File: config.mk
export PLATFORM = sky130hd
export DESIGN_NAME = contrast_pwm
export DESIGN_NICKNAME = d
export VERILOG_FILES = /design/src/rtl/contrast_pwm_pkg.sv /design/src/rtl/contrast_pwm_ctrl.sv /design/src/rtl/contrast_pwm_dp.sv /design/src/rtl/contrast_pwm.sv
export SDC_FILE = /design/constraint.sdc
export NUM_CORES = 1
export LEC_CHECK = 0
export ABC_AREA = 1
export CAP_MARGIN = 20
export CORE_MARGIN = 2
export CORE_UTILIZATION = 60
export DETAILED_ROUTE_END_ITERATION = 8
export DONT_BUFFER_PORTS = 1
export MAX_ROUTING_LAYER = met4
export PLACE_DENSITY = 0.73
export SKIP_CTS_REPAIR_TIMING = 1
export SYNTH_ARGS = -nofsm -noshare
export SYNTH_HDL_FRONTEND = slang
export SYNTH_SLANG_ARGS = --single-unit
File: constraint.sdc
create_clock -name clk -period 2.1 [get_ports clk]
set_clock_uncertainty 0.1 [all_clocks]
set_input_delay 0.42 -clock clk [delete_from_list [all_inputs] [get_ports clk]]
set_output_delay 0.42 -clock clk [all_outputs]
set_load 0.02 [all_outputs]
File: src/rtl/contrast_pwm_pkg.sv
package contrast_pwm_pkg;

  // Strobes passed from the control section to the datapath each cycle
  typedef struct packed {
    logic enable;    // block enabled
    logic polarity;  // 1: active high, 0: active low
    logic tick;      // divided clock tick: advance the period counter
    logic loadDuty;  // copy the written duty into the live duty
  } pwmStrobe_t;

endpackage

File: src/rtl/contrast_pwm_ctrl.sv
module contrast_pwm_ctrl
  import contrast_pwm_pkg::*;
#(
  parameter int SEL_W = 2
) (
  input  logic             clk,
  input  logic             rstN,
  input  logic             wrCtrl,
  input  logic [SEL_W+1:0] ctrlData,
  input  logic             atTop,
  output pwmStrobe_t       strobe,
  output logic [SEL_W-1:0] prescaleSel
);

  localparam int PRE_W   = (1 << SEL_W) - 1;
  localparam int POL_BIT = SEL_W;
  localparam int EN_BIT  = SEL_W + 1;

  logic [SEL_W-1:0] selReg;
  logic             polReg;
  logic             enReg;
  logic [PRE_W-1:0] preCnt;
  logic [PRE_W-1:0] divMask;
  logic             tick;

  always_ff @(posedge clk or negedge rstN) begin
    if (!rstN) begin
      selReg <= '0;
      polReg <= 1'b0;
      enReg  <= 1'b0;
    end else if (wrCtrl) begin
      selReg <= ctrlData[SEL_W-1:0];
      polReg <= ctrlData[POL_BIT];
      enReg  <= ctrlData[EN_BIT];
    end
  end

  // Mask of low prescaler bits that must all be one for a tick
  for (genvar i = 0; i < PRE_W; i++) begin : gMask
    assign divMask[i] = (i < int'(selReg));
  end

  always_ff @(posedge clk or negedge rstN) begin
    if (!rstN)      preCnt <= '0;
    else if (enReg) preCnt <= preCnt + 1'b1;
    else            preCnt <= '0;
  end

  assign tick = enReg && ((preCnt & divMask) == divMask);

  always_comb begin
    strobe.enable   = enReg;
    strobe.polarity = polReg;
    strobe.tick     = tick;
    strobe.loadDuty = !enReg || (tick && atTop);
  end

  assign prescaleSel = selReg;

endmodule

File: src/rtl/contrast_pwm_dp.sv
module contrast_pwm_dp
  import contrast_pwm_pkg::*;
#(
  parameter int              DUTY_W    = 8,
  parameter logic [DUTY_W-1:0] DUTY_INIT = 8'hC8
) (
  input  logic              clk,
  input  logic              rstN,
  input  logic              wrDuty,
  input  logic [DUTY_W-1:0] dutyData,
  input  pwmStrobe_t        strobe,
  output logic              atTop,
  output logic [DUTY_W-1:0] periodCnt,
  output logic [DUTY_W-1:0] liveDuty,
  output logic              pinOut
);

  logic [DUTY_W-1:0] dutyReg;
  logic              active;

  always_ff @(posedge clk or negedge rstN) begin
    if (!rstN)       dutyReg <= DUTY_INIT;
    else if (wrDuty) dutyReg <= dutyData;
  end

  always_ff @(posedge clk or negedge rstN) begin
    if (!rstN)                liveDuty <= DUTY_INIT;
    else if (strobe.loadDuty) liveDuty <= dutyReg;
  end

  always_ff @(posedge clk or negedge rstN) begin
    if (!rstN)              periodCnt <= '0;
    else if (!strobe.enable) periodCnt <= '0;
    else if (strobe.tick)   periodCnt <= periodCnt + 1'b1;
  end

  assign atTop  = &periodCnt;
  assign active = strobe.enable && (periodCnt < liveDuty);

  always_ff @(posedge clk or negedge rstN) begin
    if (!rstN) pinOut <= 1'b1;
    else       pinOut <= strobe.polarity ? active : !active;
  end

endmodule

File: src/rtl/contrast_pwm.sv
module contrast_pwm
  import contrast_pwm_pkg::*;
#(
  parameter int                DUTY_W    = 8,
  parameter int                SEL_W     = 2,
  parameter logic [DUTY_W-1:0] DUTY_INIT = 8'hC8
) (
  input  logic              clk,
  input  logic              rstN,
  input  logic              wrDuty,
  input  logic              wrCtrl,
  input  logic [DUTY_W-1:0] wrData,
  output logic              pwmOut
);

  localparam int CTRL_W = SEL_W + 2;

  pwmStrobe_t        strobe;
  logic              atTop;
  logic [SEL_W-1:0]  prescaleSel;
  logic [DUTY_W-1:0] periodCnt;
  logic [DUTY_W-1:0] liveDuty;

  contrast_pwm_ctrl #(.SEL_W(SEL_W)) u_ctrl (
    .clk        (clk),
    .rstN       (rstN),
    .wrCtrl     (wrCtrl),
    .ctrlData   (wrData[CTRL_W-1:0]),
    .atTop      (atTop),
    .strobe     (strobe),
    .prescaleSel(prescaleSel)
  );

  contrast_pwm_dp #(.DUTY_W(DUTY_W), .DUTY_INIT(DUTY_INIT)) u_dp (
    .clk      (clk),
    .rstN     (rstN),
    .wrDuty   (wrDuty),
    .dutyData (wrData),
    .strobe   (strobe),
    .atTop    (atTop),
    .periodCnt(periodCnt),
    .liveDuty (liveDuty),
    .pinOut   (pwmOut)
  );

endmodule

# Word-level counts from Yosys, hierarchy flattened
# Index checks and enable logic that the tools add are counted.
# op_classes
n_addsub	2
n_lt_le_gt_ge	4
n_eq_ne	2
mux	4
bitwise_logic	1
reduce_logical	7
# op_table
op	count
two-way mux 8 bit	2
adder 8 x 1 -> 8 bit (second input constant)	1
< comparator 8 bit	1
AND reduction 8 bit	1
< comparator 1 x 2 -> 1 bit (first input constant)	2
adder 3 x 1 -> 3 bit (second input constant)	1
AND 3 bit	1
== test 3 bit	1
logical AND 1 bit	3
two-way mux 3 bit	1
logical NOT 1 bit	2
< comparator 2 bit (first input constant)	1
inequality test 2 bit (second input constant)	1
logical OR 1 bit	1
two-way mux 1 bit	1
# totals
register_bits	32
inputBits	12
output_inout_bits	1
elab_cells	28

# Depth between registers and ports, before layout
# Gate-level depths: netlist of the first run.
# depth
ltp_word	6
mapped_depth	10
depth_no_buf	10

# Hierarchy
# From an unflattened synthesis of the first run, not the netlist that was laid out.
# hier_totals
hier_cells	169
hier_area_um2	1624.1
# by_module_without_submodules
module	instances	cells_per_inst	area_per_inst_um2	seq_area_each_um2
contrast_pwm_dp	1	138	1303.8	634.4
contrast_pwm_ctrl	1	31	320.3	175.2

# Worst setup path before layout of the first run
# OpenSTA, ideal clock, no wires.
# synth_path
path_type	register to register
from	reg u_dp.liveDuty[7]
to	reg u_dp.pinOut
setup_ns	0.076
arrival_time_ns	1.343
required_time_ns	1.924
slack_ns	0.582
path_stages_with_launch	11
path_buffers	0
period_less_slack_ns	1.518
cell_sequence	dfstp_2 -> inv_1 -> ha_1 -> nand2_1 -> nand2_1 -> nor2_1 -> nand2_1 -> a21oi_1 -> nand2_1 -> nand2_1 -> nand2_1
# synth_between
elab_chain_cells	4
# synth_rtl
element	line	rtl
start, declared	contrast_pwm_dp.sv:14	output logic [DUTY_W-1:0] liveDuty,
start signal, assigned	contrast_pwm_dp.sv:28	else if (strobe.loadDuty) liveDuty <= dutyReg;
< comparator 8 bit (*)	contrast_pwm_dp.sv:38	assign active = strobe.enable && (periodCnt < liveDuty);
logical AND 1 bit (*)	contrast_pwm_dp.sv:38	
logical NOT 1 bit	contrast_pwm_dp.sv:42	else pinOut <= strobe.polarity ? active : !active;
two-way mux 1 bit (*)	contrast_pwm_dp.sv:42	
end signal, assigned	contrast_pwm_dp.sv:42	
end, declared	contrast_pwm_dp.sv:15	output logic pinOut
# Mark *: on every way between the ends. The rest lies on a longest branch, timed or not.
# A chain may end at the register's enable or synchronous reset.

# Final worst setup path of the first run
# Same ends and word-level chain as after synthesis.

==> results.py, run 1 <==
metrics = {
    "outcome": {
        "outcome": "completed",
    },
    "clock_network": {
        "clock_sinks": 32,
        "cts_root_buf": "clkbuf_4",
        "cts_buffer_depth": 2,
        "htreeDepth": 2,
        "clock_latency_ps": 350,
        "cts_buffers": 5,
        "clk_pin_slew_worst_paths_ps": 110,
        "cts_tree": "built",
    },
    "synth": {
        "yosys.area.top_type": "dfrtp_1",
        "synth_top_cells_by_area": "dfrtp_1 38%, nand2_1 12%, dfstp_2 11%",
        "synthXorXnorAreaFrac_pct": 1.58,
        "synth_adder_area_share_pct": 6.79,
        "ys_async_sr_fraction_pct": 100,
        "synth_top_family_by_area": "simple AND/OR/NAND/NOR gates",
        "synth_top_area_share_pct": 37.7,
        "synthCells": 184,
        "yosysWarnings": 0,
        "synthesis.area_um2": 1660,
        "synth_mux_area_share_pct": 6.11,
        "synth-compound-area-share_pct": 5.73,
        "synth-simple-area-share_pct": 24.9,
        "synth_seq_cells": 32,
        "ys_dominant_reg_cell": "dfrtp_1",
        "synth_edf_count": 0,
        "yosysMostFrequentCell": "nand2_1",
        "synth_cell_types": 26,
        "syn_nets": 205,
        "ys_top_cells_by_count": "54 x nand2_1, 25 x dfrtp_1, 20 x inv_1",
        "syn_area_per_cell_um2": 9.02,
        "yosysSeqAreaShare_pct": 48.8,
    },
    "place": {
        "dp_hpwl_um": 2250,
        "place.gp.congestion": 0.841,
        "pre_cts_ws_ps": 474,
        "detailed_place.area_um2": 1690,
        "dp_cells": 213,
        "io_buffers": 0,
    },
    "finish": {
        "syn_to_final_growth_pct": 7.47,
        "fillers": 223,
        "drive_gt1_share_pct": 21.4,
        "diodes": 0,
        "multi_input_area_um2": 748,
        "final_area_um2": 1780,
        "seqCellArea_um2": 810,
        "finalNetCount": 212,
        "fin_util_pct": 66.4,
        "final_cells": 223,
    },
    "timing": {
        "final-setup-viol-count": 0,
        "rsz0062_at_grt": "false",
        "relSlewSlack_pct": 69.1,
        "hold_viol": 0,
        "layout_setup_ws_ps": 431,
        "period_share_pct": 79.5,
        "fmaxAchievable_mhz": 599,
        "hold_ws_ps": 68.9,
        "min_period_ps": 1670,
        "worstMarginPinSlew_ps": 463,
        "fin_tns_setup_ps": 0,
        "final-max-slew-violation-count": 0,
    },
    "grt": {
        "overflow": 0,
        "antenna_found_initial": 0,
        "grt_pass1_wl_um": 5380,
        "grt_pass1_vias": 1211,
        "grt_usage_pct": 22.9,
        "grt_max_degree": 33,
    },
    "worst_setup_path": {
        "crit_top_cell": "nand2_1",
        "worst_path_max_delay_cell": "dfstp_2",
        "cp_cell_sequence": "inv_1 > ha_1 > nand2_1 > nand2_1 > nor2_1 > nand2_1 > a21oi_1 > nand2_1 > nand2_1 > nand2_1",
        "crit_type": "flop to flop",
        "cp.arrival_ps": 1860,
        "critPathTopFamily": "flip-flops",
        "worst-path-buf-inv": 1,
        "cp-end-kind": "flop",
        "cp_max_fo": 3,
        "crit_path_start_kind": "flop",
        "max_stage_delay_ps": 550,
        "cp.required_ps": 2290,
    },
    "route": {
        "drtIter0Drc": 45,
        "dr_total_vias": 1215,
        "wl_per_cell_um": 13.6,
        "vias_per_cell": 5.45,
        "drcViolationCount": 0,
        "routed_wl_um": 3040,
        "first_pass_iters": 4,
        "final_antenna_net_count": 0,
    },
    "power": {
        "pwr_density_cell_nw_per_um2": 721,
        "finalPower_mw": 1.29,
        "leakagePower_nw": 0.907,
        "peakVddDrop_mv": 0.620,
    },
    "floorplanning": {
        "core-area_um2": 2690,
        "die_w_um": 56.6,
        "start_util_pct": 61.8,
        "die_y_um": 56.6,
        "die_area_um2": 3200,
        "io_pins": 13,
        "fp-row-count": 19,
    },
    "run": {
        "cap_violations": 0,
    },
    "min_path": {
        "hold_class": "input port to flop",
    },
}
-- metal layers --
metal  routed length, µm  part of all wire (%)  GRT usage (%)  vias up
met1                1340                    44           28.1      586
met3                 122                   4.0           6.68        6
li1                    -                     -              -      601
met2                1530                    50           36.5       22
met5                   0                     0              -        -
met4                  46                   1.5           7.14        0
-- worst register-to-register path, cell delays in order, from the launching register on --
cell,delay (ps)
dfstp_2,550
inv_1,40
ha_1,300
nand2_1,100
nand2_1,50
nor2_1,100
nand2_1,60
a21oi_1,150
nand2_1,70
nand2_1,50
nand2_1,40
-- flip-flops by register name, indices dropped and copies added, names as in the netlist --
signal              flops
u_ctrl.enReg            1
u_ctrl.prescaleSel      2
u_dp.periodCnt          8
u_dp.dutyReg            8
u_dp.pinOut             1
u_ctrl.polReg           1
u_dp.liveDuty           8
u_ctrl.preCnt           3
-- final timing paths --
check,slack (ps),endpoint,cells after the start,start
worst max-delay path,430,u_dp.pinOut,10,u_dp.liveDuty[7]
worst min-delay path,70,u_ctrl.polReg,1,wrCtrl
worst max register to register,430,u_dp.pinOut,10,u_dp.liveDuty[7]
worst min register to register,370,u_dp.liveDuty[3],2,u_dp.dutyReg[3]
max in group asynchronous,1250,u_dp.dutyReg[6],2,rstN
min in group asynchronous,400,u_dp.periodCnt[6],2,rstN
-- logic make-up after synthesis --
kind of cell | count (synthesis)
flops | 32
xor+xnor | 3
fa+ha+maj | 9
mux | 9
compound gates | 15
simple gates | 90
buf+inv | 26
-- power breakdown --
group	internal (mW)	total [mW]	leakage (nW)	switching, mW
Sequential	0.688	0.733	0.392	0.0454
Clock	0.131	0.362	0.0274	0.231
Combinational	0.0772	0.190	0.488	0.113
Total	0.896	1.29	0.907	0.389
-- cell usage in the layout, fill, tap and decap left out, types with 5 or more instances in the layout --
cell type / count
clkbuf_4: 5
nand2_2: 5
nand3_1: 15
dfrtp_1: 25
inv_1: 20
mux2_2: 9
ha_1: 9
nand2_1: 54
nor2_1: 8
dfstp_2: 7
-- final cells by class --
| cell class | count | area share [%] |
|---|---|---|
| sequential | 32 | 45.4 |
| multi-input combinational | 126 | 42.0 |
| inverter | 23 | 4.91 |
| tap | 31 | 2.18 |
| clock buffer | 5 | 2.11 |
| timing repair buffer | 3 | 2.11 |
| clock inverter | 3 | 1.33 |
Note: power is estimated with default switching activity, not from simulation.
==> run 2, diff against run 1 <==
--- a/config.mk
+++ b/config.mk
@@ -8,11 +8,11 @@
 export ABC_AREA = 1
 export CAP_MARGIN = 20
 export CORE_MARGIN = 2
-export CORE_UTILIZATION = 60
+export CORE_UTILIZATION = 56
 export DETAILED_ROUTE_END_ITERATION = 8
 export DONT_BUFFER_PORTS = 1
 export MAX_ROUTING_LAYER = met4
-export PLACE_DENSITY = 0.73
+export PLACE_DENSITY = 0.71
 export SKIP_CTS_REPAIR_TIMING = 1
 export SYNTH_ARGS = -nofsm -noshare
 export SYNTH_HDL_FRONTEND = slang
==> constraint.sdc (replaced) <==
create_clock -name clk -period 1.5 [get_ports clk]
set_clock_uncertainty 0.1 [all_clocks]
set_input_delay 0.3 -clock clk [delete_from_list [all_inputs] [get_ports clk]]
set_output_delay 0.3 -clock clk [all_outputs]
set_load 0.02 [all_outputs]
==> results.py, run 2 (same netlist as run 1, synthesis figures left out) <==
metrics = {
    "outcome": {
        "outcome": "finished with violations",
        "failed_checks": "setup timing",
    },
    "floorplanning": {
        "die_area_um2": 3410,
        "die_y_um": 58.4,
        "die_w_um": 58.4,
        "io_pins": 13,
        "start_util_pct": 59.6,
        "fp-row-count": 19,
        "core-area_um2": 2780,
    },
    "timing": {
        "min_period_ps": 1620,
        "layout_setup_ws_ps": -120,
        "fmaxAchievable_mhz": 617,
        "worstMarginPinSlew_ps": 354,
        "hold_ws_ps": 3.19,
        "rsz0062_at_grt": "true",
        "hold_viol": 0,
        "relSlewSlack_pct": 76.4,
        "final-max-slew-violation-count": 0,
        "period_share_pct": 108,
        "final-setup-viol-count": 9,
    },
    "power": {
        "pwr_density_cell_nw_per_um2": 1050,
        "switchingPower_uw": 549,
        "combPwrFrac_pct": 15.2,
        "peakVddDrop_mv": 0.941,
        "pwr-share-seq_pct": 49.3,
        "leakagePower_nw": 0.991,
        "p_sw_share_pct": 26.3,
        "power.internal_mw": 1.54,
        "p_clk_share_pct": 35.5,
    },
    "worst_setup_path": {
        "cp_max_fo": 3,
        "cp-end-kind": "flop",
        "cp.required_ps": 1680,
        "reg2reg_depth": 10,
        "startpoint": "u_dp.liveDuty[7]",
        "crit_type": "flop to flop",
        "crit_path_start_kind": "flop",
        "r2r-start": "u_dp.liveDuty[7]",
        "r2r_setup_slack_ps": -120,
        "cp.arrival_ps": 1810,
        "r2r-end": "u_dp.pinOut",
    },
    "route": {
        "routed_wl_um": 3510,
        "final_antenna_net_count": 0,
        "drcViolationCount": 0,
        "drtIter0Drc": 76,
        "first_pass_iters": 4,
        "vias_per_cell": 5.47,
        "wl_per_cell_um": 15.0,
        "dr_total_vias": 1279,
    },
    "finish": {
        "fillers": 211,
        "mostFrequentLayoutCells": "50 x nand2_1, 25 x dfrtp_1, 19 x inv_1",
        "final_common_cell": "nand2_1",
        "seqCellArea_um2": 810,
        "drive_gt1_share_pct": 30.5,
        "finalNetCount": 223,
        "diodes": 0,
        "syn_to_final_growth_pct": 19.5,
        "reg_top3": "u_dp.dutyReg: 8 flops, u_dp.liveDuty: 8 flops, u_dp.periodCnt: 8 flops",
        "final_cells": 234,
        "multi_input_area_um2": 816,
    },
    "grt": {
        "grt_usage_pct": 23.3,
        "antenna_found_initial": 0,
        "grtUsageMet1_pct": 26.6,
        "top_usage_layer": "met2",
        "met2_usage_pct": 37.9,
        "grt_pass1_vias": 1277,
        "grt_pass1_wl_um": 5680,
        "grt_max_degree": 33,
        "overflow": 0,
        "grt_util_met3_pct": 6.81,
    },
    "min_path": {
        "hold_start": "wrCtrl",
        "min_to": "u_ctrl.prescaleSel[1]",
        "hold_class": "input port to flop",
        "hold_path_depth": 2,
    },
    "place": {
        "dp_hpwl_um": 2420,
        "place.gp.congestion": 0.857,
        "io_buffers": 0,
        "dp_cells": 217,
    },
    "clock_network": {
        "cts_tree": "built",
        "clock_latency_ps": 340,
        "cts_buffers": 5,
        "cts_root_buf": "clkbuf_4",
        "htreeDepth": 2,
        "clock_sinks": 32,
        "cts_buffer_depth": 2,
        "clk_pin_slew_worst_paths_ps": 100,
    },
    "run": {
        "cap_violations": 0,
    },
}
run 2: changes by cell type in the layout (fill, tap and decap cells not counted), sizes merged:
cell,before,now
buf,2,8
clkinv,2,1
clkinvlp,2,0
bufinv,0,1
clkbuf,5,7
dlygate4sd3,1,6
run 2: cell type report:
class | count | share of cell area, %
inverter | 23 | 4.42
sequential | 32 | 40.8
timing repair buffer | 14 | 6.88
tap | 31 | 1.96
multi-input combinational | 126 | 41.1
clock buffer | 7 | 3.28
clock inverter | 1 | 1.51
run 2: worst max-delay path, stage by stage, from the launching register on:
cell	delay [ps]
dfstp_2	570
inv_2	50
ha_4	220
nand2_2	60
nand2_1	50
nor2_1	140
nand2_1	100
a21oi_2	130
nand2_1	60
nand2_1	60
nand2_1	40
run 2: routing by layer:
| layer | share of wire [%] | vias to the layer above | routed length [µm] |
|---|---|---|---|
| li1 | - | 627 | - |
| met1 | 40 | 602 | 1400 |
| met2 | 52 | 41 | 1840 |
| met3 | 5.6 | 9 | 196 |
| met4 | 2.1 | 0 | 74 |
| met5 | 0 | - | 0 |
run 2: through the flow:
step | setup TNS (ps) | util, % | worst slack, ps | total power [mW] | cell area [µm²]
after floorplan | 0 | - | 8.11 | 1.23 | 1660
after global placement | -20.1 | 62.0 | -20.1 | 1.28 | 1730
after detailed placement | -193 | 62.0 | -136 | 1.30 | 1730
after CTS | -302 | 65.5 | -151 | 2.05 | 1820
after global routing | -1260 | 71.3 | -250 | 2.19 | 1980
final | -504 | 71.3 | -120 | 2.09 | 1980
run 2: how the worst max path moves through the flow:
stage	endpoint	slack, ps	cells after the start
after detailed placement	u_dp.pinOut	-140	10
final	u_dp.pinOut	-120	10
after global routing	u_dp.pinOut	-250	10
after global placement	u_dp.pinOut	-20	10
after CTS	u_dp.pinOut	-150	10
after floorplan	u_dp.pinOut	8	10
run 2: power by group through the flow:
stage          registers, mW  clock network, mW  logic, mW
2_1_floorplan           1.02                  0      0.213
3_3_place_gp            1.04                  0      0.243
3_5_place_dp            1.04                  0      0.261
4_1_cts                 1.03              0.758      0.262
5_1_grt                 1.04              0.787      0.368
6_report                1.03              0.742      0.317
